File: config.mk
export PLATFORM = sky130hd
export DESIGN_NAME = rx_tag_queue
export DESIGN_NICKNAME = d
export VERILOG_FILES = /design/src/rtl/rxq_pkg.sv /design/src/rtl/rxq_ptr_ctrl.sv /design/src/rtl/rxq_store.sv /design/src/rtl/rxq_word_pack.sv /design/src/rtl/rx_tag_queue.sv
export SDC_FILE = /design/constraint.sdc
export NUM_CORES = 1
export LEC_CHECK = 0
export ABC_AREA = 1
export BUFFER_PORTS_ARGS = -buffer_cell sky130_fd_sc_hd__buf_2
export CAP_MARGIN = 20
export CORE_AREA = 2 2 365 277
export CTS_CLUSTER_DIAMETER = 120
export DETAILED_ROUTE_END_ITERATION = 7
export DIE_AREA = 0 0 367 279
export PLACE_DENSITY_LB_ADDON = 0.08
export SLEW_MARGIN = 20
export SYNTH_ARGS = -nofsm -noshare
export SYNTH_HDL_FRONTEND = slang
export SYNTH_SLANG_ARGS = --single-unit
File: constraint.sdc
create_clock -name clk -period 4.32 [get_ports clk]
set_input_delay 0.432 -clock clk [delete_from_list [all_inputs] [get_ports clk]]
set_output_delay 0.432 -clock clk [all_outputs]
set_load 0.05 [all_outputs]
File: src/rtl/rxq_pkg.sv
package rxq_pkg;
    localparam int CHAR_W    = 8;
    localparam int LINE_W    = 2;
    localparam int WORD_W    = 16;
    localparam int VALID_POS = 15;
    localparam int LINE_LSB  = 8;

    typedef struct packed {
        logic [LINE_W-1:0] line;
        logic [CHAR_W-1:0] ch;
    } rxq_entry_t;

    localparam int ENTRY_W = $bits(rxq_entry_t);

    function automatic logic [WORD_W-1:0] pack_word(input logic hit, input rxq_entry_t e);
        logic [WORD_W-1:0] w;
        w = '0;
        if (hit) begin
            w[VALID_POS]                    = 1'b1;
            w[LINE_LSB +: LINE_W]           = e.line;
            w[CHAR_W-1:0]                   = e.ch;
        end
        return w;
    endfunction
endpackage

File: src/rtl/rxq_ptr_ctrl.sv
module rxq_ptr_ctrl #(
    parameter int DEPTH       = 64,
    parameter int LOWPRI_LINE = 3,
    localparam int AW         = $clog2(DEPTH)
) (
    input  logic          clk,
    input  logic          rst_n,
    input  logic          push_valid,
    input  logic [1:0]    push_line,
    input  logic          pop_req,
    output logic          wr_en,
    output logic [AW-1:0] wr_addr,
    output logic [AW-1:0] rd_addr,
    output logic          pop_hit,
    output logic          data_avail,
    output logic          overrun
);
    localparam logic [AW-1:0] HALF_C = AW'(DEPTH / 2);
    localparam logic [AW-1:0] ONE_C  = AW'(1);

    typedef struct packed {
        logic [AW-1:0] wp;
        logic [AW-1:0] rp;
        logic          ovr;
    } ctrl_st_t;

    ctrl_st_t st_q, st_d;
    logic [AW-1:0] occ;
    logic          empty, drop, push_acc, wrap_loss;

    always_comb begin
        st_d      = st_q;
        occ       = st_q.wp - st_q.rp;
        empty     = (occ == '0);
        pop_hit   = pop_req && !empty;
        drop      = (push_line == 2'(LOWPRI_LINE)) && (occ > HALF_C);
        push_acc  = push_valid && !drop;
        wrap_loss = push_acc && !pop_hit && (occ == '1);
        if (push_acc)
            st_d.wp = st_q.wp + ONE_C;
        if (pop_hit || wrap_loss)
            st_d.rp = st_q.rp + ONE_C;
        if (wrap_loss)
            st_d.ovr = 1'b1;
    end

    always_ff @(posedge clk) begin
        if (!rst_n)
            st_q <= '0;
        else
            st_q <= st_d;
    end

    assign wr_en      = push_acc;
    assign wr_addr    = st_q.wp;
    assign rd_addr    = st_q.rp;
    assign data_avail = !empty;
    assign overrun    = st_q.ovr;

    AST_PUSH_FILLS: assert property (@(posedge clk) disable iff (!rst_n)
        (push_acc && !pop_hit) |=> data_avail);
    AST_OVR_STICKY: assert property (@(posedge clk) disable iff (!rst_n)
        overrun |=> overrun);
    AST_LOWPRI_DROP: assert property (@(posedge clk) disable iff (!rst_n)
        (push_valid && push_line == 2'(LOWPRI_LINE) && occ > HALF_C) |=> $stable(wr_addr));
    AST_EMPTY_POP_KEEPS: assert property (@(posedge clk) disable iff (!rst_n)
        (pop_req && !data_avail) |=> $stable(rd_addr));
    AST_SAME_EDGE_LEVEL: assert property (@(posedge clk) disable iff (!rst_n)
        (pop_hit && push_acc) |=> ((wr_addr - rd_addr) == $past(occ)));
endmodule

File: src/rtl/rxq_store.sv
module rxq_store #(
    parameter int DEPTH = 64,
    localparam int AW   = $clog2(DEPTH)
) (
    input  logic                 clk,
    input  logic                 wr_en,
    input  logic [AW-1:0]        wr_addr,
    input  rxq_pkg::rxq_entry_t  wr_entry,
    input  logic [AW-1:0]        rd_addr,
    output rxq_pkg::rxq_entry_t  rd_entry
);
    rxq_pkg::rxq_entry_t slots_q [DEPTH];

    always_ff @(posedge clk) begin
        if (wr_en)
            slots_q[wr_addr] <= wr_entry;
    end

    assign rd_entry = slots_q[rd_addr];
endmodule

File: src/rtl/rxq_word_pack.sv
module rxq_word_pack (
    input  logic                          clk,
    input  logic                          rst_n,
    input  logic                          pop_req,
    input  logic                          pop_hit,
    input  rxq_pkg::rxq_entry_t           head,
    output logic [rxq_pkg::WORD_W-1:0]    rd_word,
    output logic                          rdone_clr
);
    typedef struct packed {
        logic [rxq_pkg::WORD_W-1:0] word;
        logic                       clr;
    } pack_st_t;

    pack_st_t st_q, st_d;

    always_comb begin
        st_d     = st_q;
        st_d.clr = pop_req;
        if (pop_req)
            st_d.word = rxq_pkg::pack_word(pop_hit, head);
    end

    always_ff @(posedge clk) begin
        if (!rst_n)
            st_q <= '0;
        else
            st_q <= st_d;
    end

    assign rd_word   = st_q.word;
    assign rdone_clr = st_q.clr;

    AST_CLR_PULSE: assert property (@(posedge clk) disable iff (!rst_n)
        pop_req |=> rdone_clr);
    AST_NO_STRAY_CLR: assert property (@(posedge clk) disable iff (!rst_n)
        !pop_req |=> !rdone_clr);
endmodule

File: src/rtl/rx_tag_queue.sv
module rx_tag_queue #(
    parameter int DEPTH       = 64,
    parameter int LOWPRI_LINE = 3
) (
    input  logic        clk,
    input  logic        rst_n,
    input  logic        push_valid,
    input  logic [7:0]  push_char,
    input  logic [1:0]  push_line,
    input  logic        pop_req,
    output logic [15:0] rd_word,
    output logic        rdone_clr,
    output logic        data_avail,
    output logic        overrun
);
    localparam int AW = $clog2(DEPTH);

    logic                wr_en, pop_hit;
    logic [AW-1:0]       wr_addr, rd_addr;
    rxq_pkg::rxq_entry_t wr_entry, head;

    assign wr_entry.line = push_line;
    assign wr_entry.ch   = push_char;

    rxq_ptr_ctrl #(.DEPTH(DEPTH), .LOWPRI_LINE(LOWPRI_LINE)) u_ctrl (
        .clk        (clk),
        .rst_n      (rst_n),
        .push_valid (push_valid),
        .push_line  (push_line),
        .pop_req    (pop_req),
        .wr_en      (wr_en),
        .wr_addr    (wr_addr),
        .rd_addr    (rd_addr),
        .pop_hit    (pop_hit),
        .data_avail (data_avail),
        .overrun    (overrun)
    );

    rxq_store #(.DEPTH(DEPTH)) u_store (
        .clk      (clk),
        .wr_en    (wr_en),
        .wr_addr  (wr_addr),
        .wr_entry (wr_entry),
        .rd_addr  (rd_addr),
        .rd_entry (head)
    );

    rxq_word_pack u_pack (
        .clk       (clk),
        .rst_n     (rst_n),
        .pop_req   (pop_req),
        .pop_hit   (pop_hit),
        .head      (head),
        .rd_word   (rd_word),
        .rdone_clr (rdone_clr)
    );

    AST_INVALID_WORD_ZERO: assert property (@(posedge clk) disable iff (!rst_n)
        !rd_word[15] |-> (rd_word == 16'h0000));
    AST_VALID_NEEDS_DATA: assert property (@(posedge clk) disable iff (!rst_n)
        (pop_req && !data_avail) |=> !rd_word[15]);
endmodule

==> flow_metrics.env <==
export IMPL_cp_start_kind="flip-flop"
export IMPL_place_ws_ns=0.659
export IMPL_die_area_um2=102000
export IMPL_portBuffers=27
export IMPL_hpwlAfterDp_mm=58.2
export IMPL_hold_path_class="input port to flip-flop"
export IMPL_cap_violations=0
export IMPL_layout_commonest_cell="nand2_1"
export IMPL_drtIter0Drc=2126
export IMPL_stdcell_count=4332
export IMPL_final_setup_tns_ns=0
export IMPL_postCtsHoldBufs=0
export IMPL_setup_ws_ns=0.656
export IMPL_holdWs_ns=0.0633
export IMPL_cts_max_level=3
export IMPL_gp_congestion=0.862
export IMPL_drcViolationCount=0
export IMPL_max_freq_mhz=273
export IMPL_path_clk_slew_ns=0.06
export IMPL_die_h_um=279
export IMPL_worstPathRequired_ns=4.64
export IMPL_detail_route_antenna_nets=0
export IMPL_relSlewSlack_pct=29.0
export IMPL_grt_pass1_wl_mm=136
export IMPL_placed_cells=4192
export IMPL_core_area_um2=98600
export IMPL_drv_slew=0
export IMPL_synth_distinct_cells=33
export IMPL_yosys_warnings=0
export IMPL_grt_use_total_pct=18.3
export IMPL_fin_crit_ns=3.66
export IMPL_clock_path_buffers=3
export IMPL_fill_cells=10100
export IMPL_grt_max_degree=107
export IMPL_die_w_um=367
export IMPL_status="complete, no violations"
export IMPL_worstSkewPairLatency_ns=0.63
export IMPL_antenna_found_initial=3
export IMPL_num_vias=20000
export IMPL_path_max_fanout=10
export IMPL_ir_drop_mv=0.278
export IMPL_dr_pass1_iters=7
export IMPL_clkSinkCount=671
export IMPL_cp_arrival_ns=3.98
export IMPL_finalHoldViolations=0
export IMPL_cts_made_buffers=75
export IMPL_power_density_nw_per_um2=460
export IMPL_ys_ff_latch=671
export IMPL_seq_area_um2=19900
export IMPL_finalClockSkew_ns=0.0313
export IMPL_worstMarginPinSlew_ns=1.06
export IMPL_multiInputGateArea_um2=7150
export IMPL_start_util_pct=29.8
export IMPL_leakagePower_nw=13.7
export IMPL_cp_end_kind="flip-flop"
export IMPL_layout_drive_gt1_share_pct=9.47
export IMPL_final_cell_mix="nand2_1, edfxtp_1, nand3_1, inv_1, buf_4"
export IMPL_ios=33
export IMPL_cts_tree="yes"
export IMPL_fin_crit_sh_pct=84.8
export IMPL_gr_total_overflow=0
export IMPL_grt_pass1_vias=19700
export IMPL_rsz0062_at_grt="false"
export IMPL_area_growth_synth_to_final_pct=14.8
export IMPL_wl_per_cell_um=21.7
export IMPL_synth_seq_area_share_pct=67.5
export IMPL_synth_cells=2884
export IMPL_postCtsResizedCells=0
export IMPL_rows=100
export IMPL_wl_mm=94.0
export IMPL_avgViaCountPerCell=4.61
export IMPL_nets=2965
export IMPL_syn_avg_cell_area_um2=10.2
export IMPL_cts_setup_buffers=0
export IMPL_critical_path_class="flip-flop to flip-flop"
export IMPL_setup_violations=0
export IMPL_root_buffer="clkbuf_16"
export IMPL_synth_area_um2=29400
power by group:
part / total (W) / internal [W] / switching [W]
Sequential: 0.00725 / 0.00717 / 0.0000788
Combinational: 0.00204 / 0.000508 / 0.00154
Clock: 0.00622 / 0.00362 / 0.00260
Total: 0.0155 / 0.0113 / 0.00422
critical path, stage by stage (launching register included):
cell and delay [ns]:
dfxtp_1 0.34, inv_1 0.41, ha_1 0.25, inv_1 0.08, fa_1 0.41, xnor2_1 0.20, and2_1 0.19, nand3_4 0.10
nand3_4 0.11, nand2_8 0.12, inv_8 0.14, nand4_4 0.45, nor2_1 0.31, buf_4 0.24
path summary, 6_finish.rpt:
kind | startpoint | to | slack, ns | cells past startpoint
setup reg to reg | u_ctrl.wr_addr[0] | u_store.slots_q[2][5] | 0.66 | 13
setup / recovery | u_ctrl.wr_addr[0] | u_store.slots_q[2][5] | 0.66 | 13
hold reg to reg | u_pack.rd_word[5] | u_pack.rd_word[5] | 0.51 | 2
hold / removal | pop_req | u_pack.rdone_clr | 0.06 | 3
flip-flops by register name, indices dropped and copies added (netlist names), named ones only:
register / count
u_ctrl.wr_addr: 6
u_pack.rd_word: 11
u_ctrl.overrun: 1
u_store.slots_q: 640
u_pack.rdone_clr: 1
u_ctrl.rd_addr: 6
cells in the mapped netlist, drive strengths merged:
| master | n | area share (%) |
|---|---|---|
| or2 | 20 | 0.43 |
| ha | 7 | 0.30 |
| nor2 | 75 | 1.0 |
| nand3 | 553 | 9.7 |
| inv | 461 | 5.9 |
| buf | 109 | 1.9 |
| xor2 | 6 | 0.18 |
| nand2 | 901 | 12 |
| a31oi | 1 | 0.021 |
| xnor2 | 1 | 0.030 |
| clkinv | 1 | 0.013 |
| dfxtp | 31 | 2.1 |
| nor3 | 4 | 0.068 |
| and2 | 1 | 0.021 |
| nand4 | 3 | 0.22 |
| conb | 1 | 0.013 |
| fa | 1 | 0.068 |
| a21oi | 27 | 0.46 |
| edfxtp | 640 | 65 |
| o21ai | 3 | 0.051 |
| clkbuf | 38 | 0.49 |
through the flow:
stage	total power [W]	cell area [µm²]	util [%]
global placement	0.00945	31400	31.8
floorplan	0.00861	29400	-
finish	0.0155	33800	34.2
CTS	0.0157	33700	34.2
detailed placement	0.00944	31400	31.8
global route	0.0161	33700	34.2
layer usage:
layer / routed length (µm) / track usage (%)
met4: 2060 / 4.54
met3: 5370 / 2.90
met5: 0 / 0
met2: 38500 / 25.8
met1: 48000 / 28.8
logic make-up (layout without fill, tap and decap cells):
kind of cell | after synthesis | after routing | synth area share [%]
simple gates | 1557 | 1557 | 23.1
flops | 671 | 671 | 67.5
buf+inv | 609 | 721 | 8.29
compound gates | 31 | 31 | 0.532
fa+ha+maj | 8 | 8 | 0.366
xor+xnor | 7 | 7 | 0.209
other cells | 1 | 11 | 0.0128
cell type report:
class	count	share of cell area, %
Inverter	462	5.20
Antenna cell	6	0.0445
Timing Repair Buffer	125	2.88
Multi-Input combinational cell	1608	21.2
Sequential cell	671	58.8
Clock inverter	34	0.793
Clock buffer	100	6.17
Tap cell	1326	4.92
Note: power is estimated with default switching activity, not from simulation.
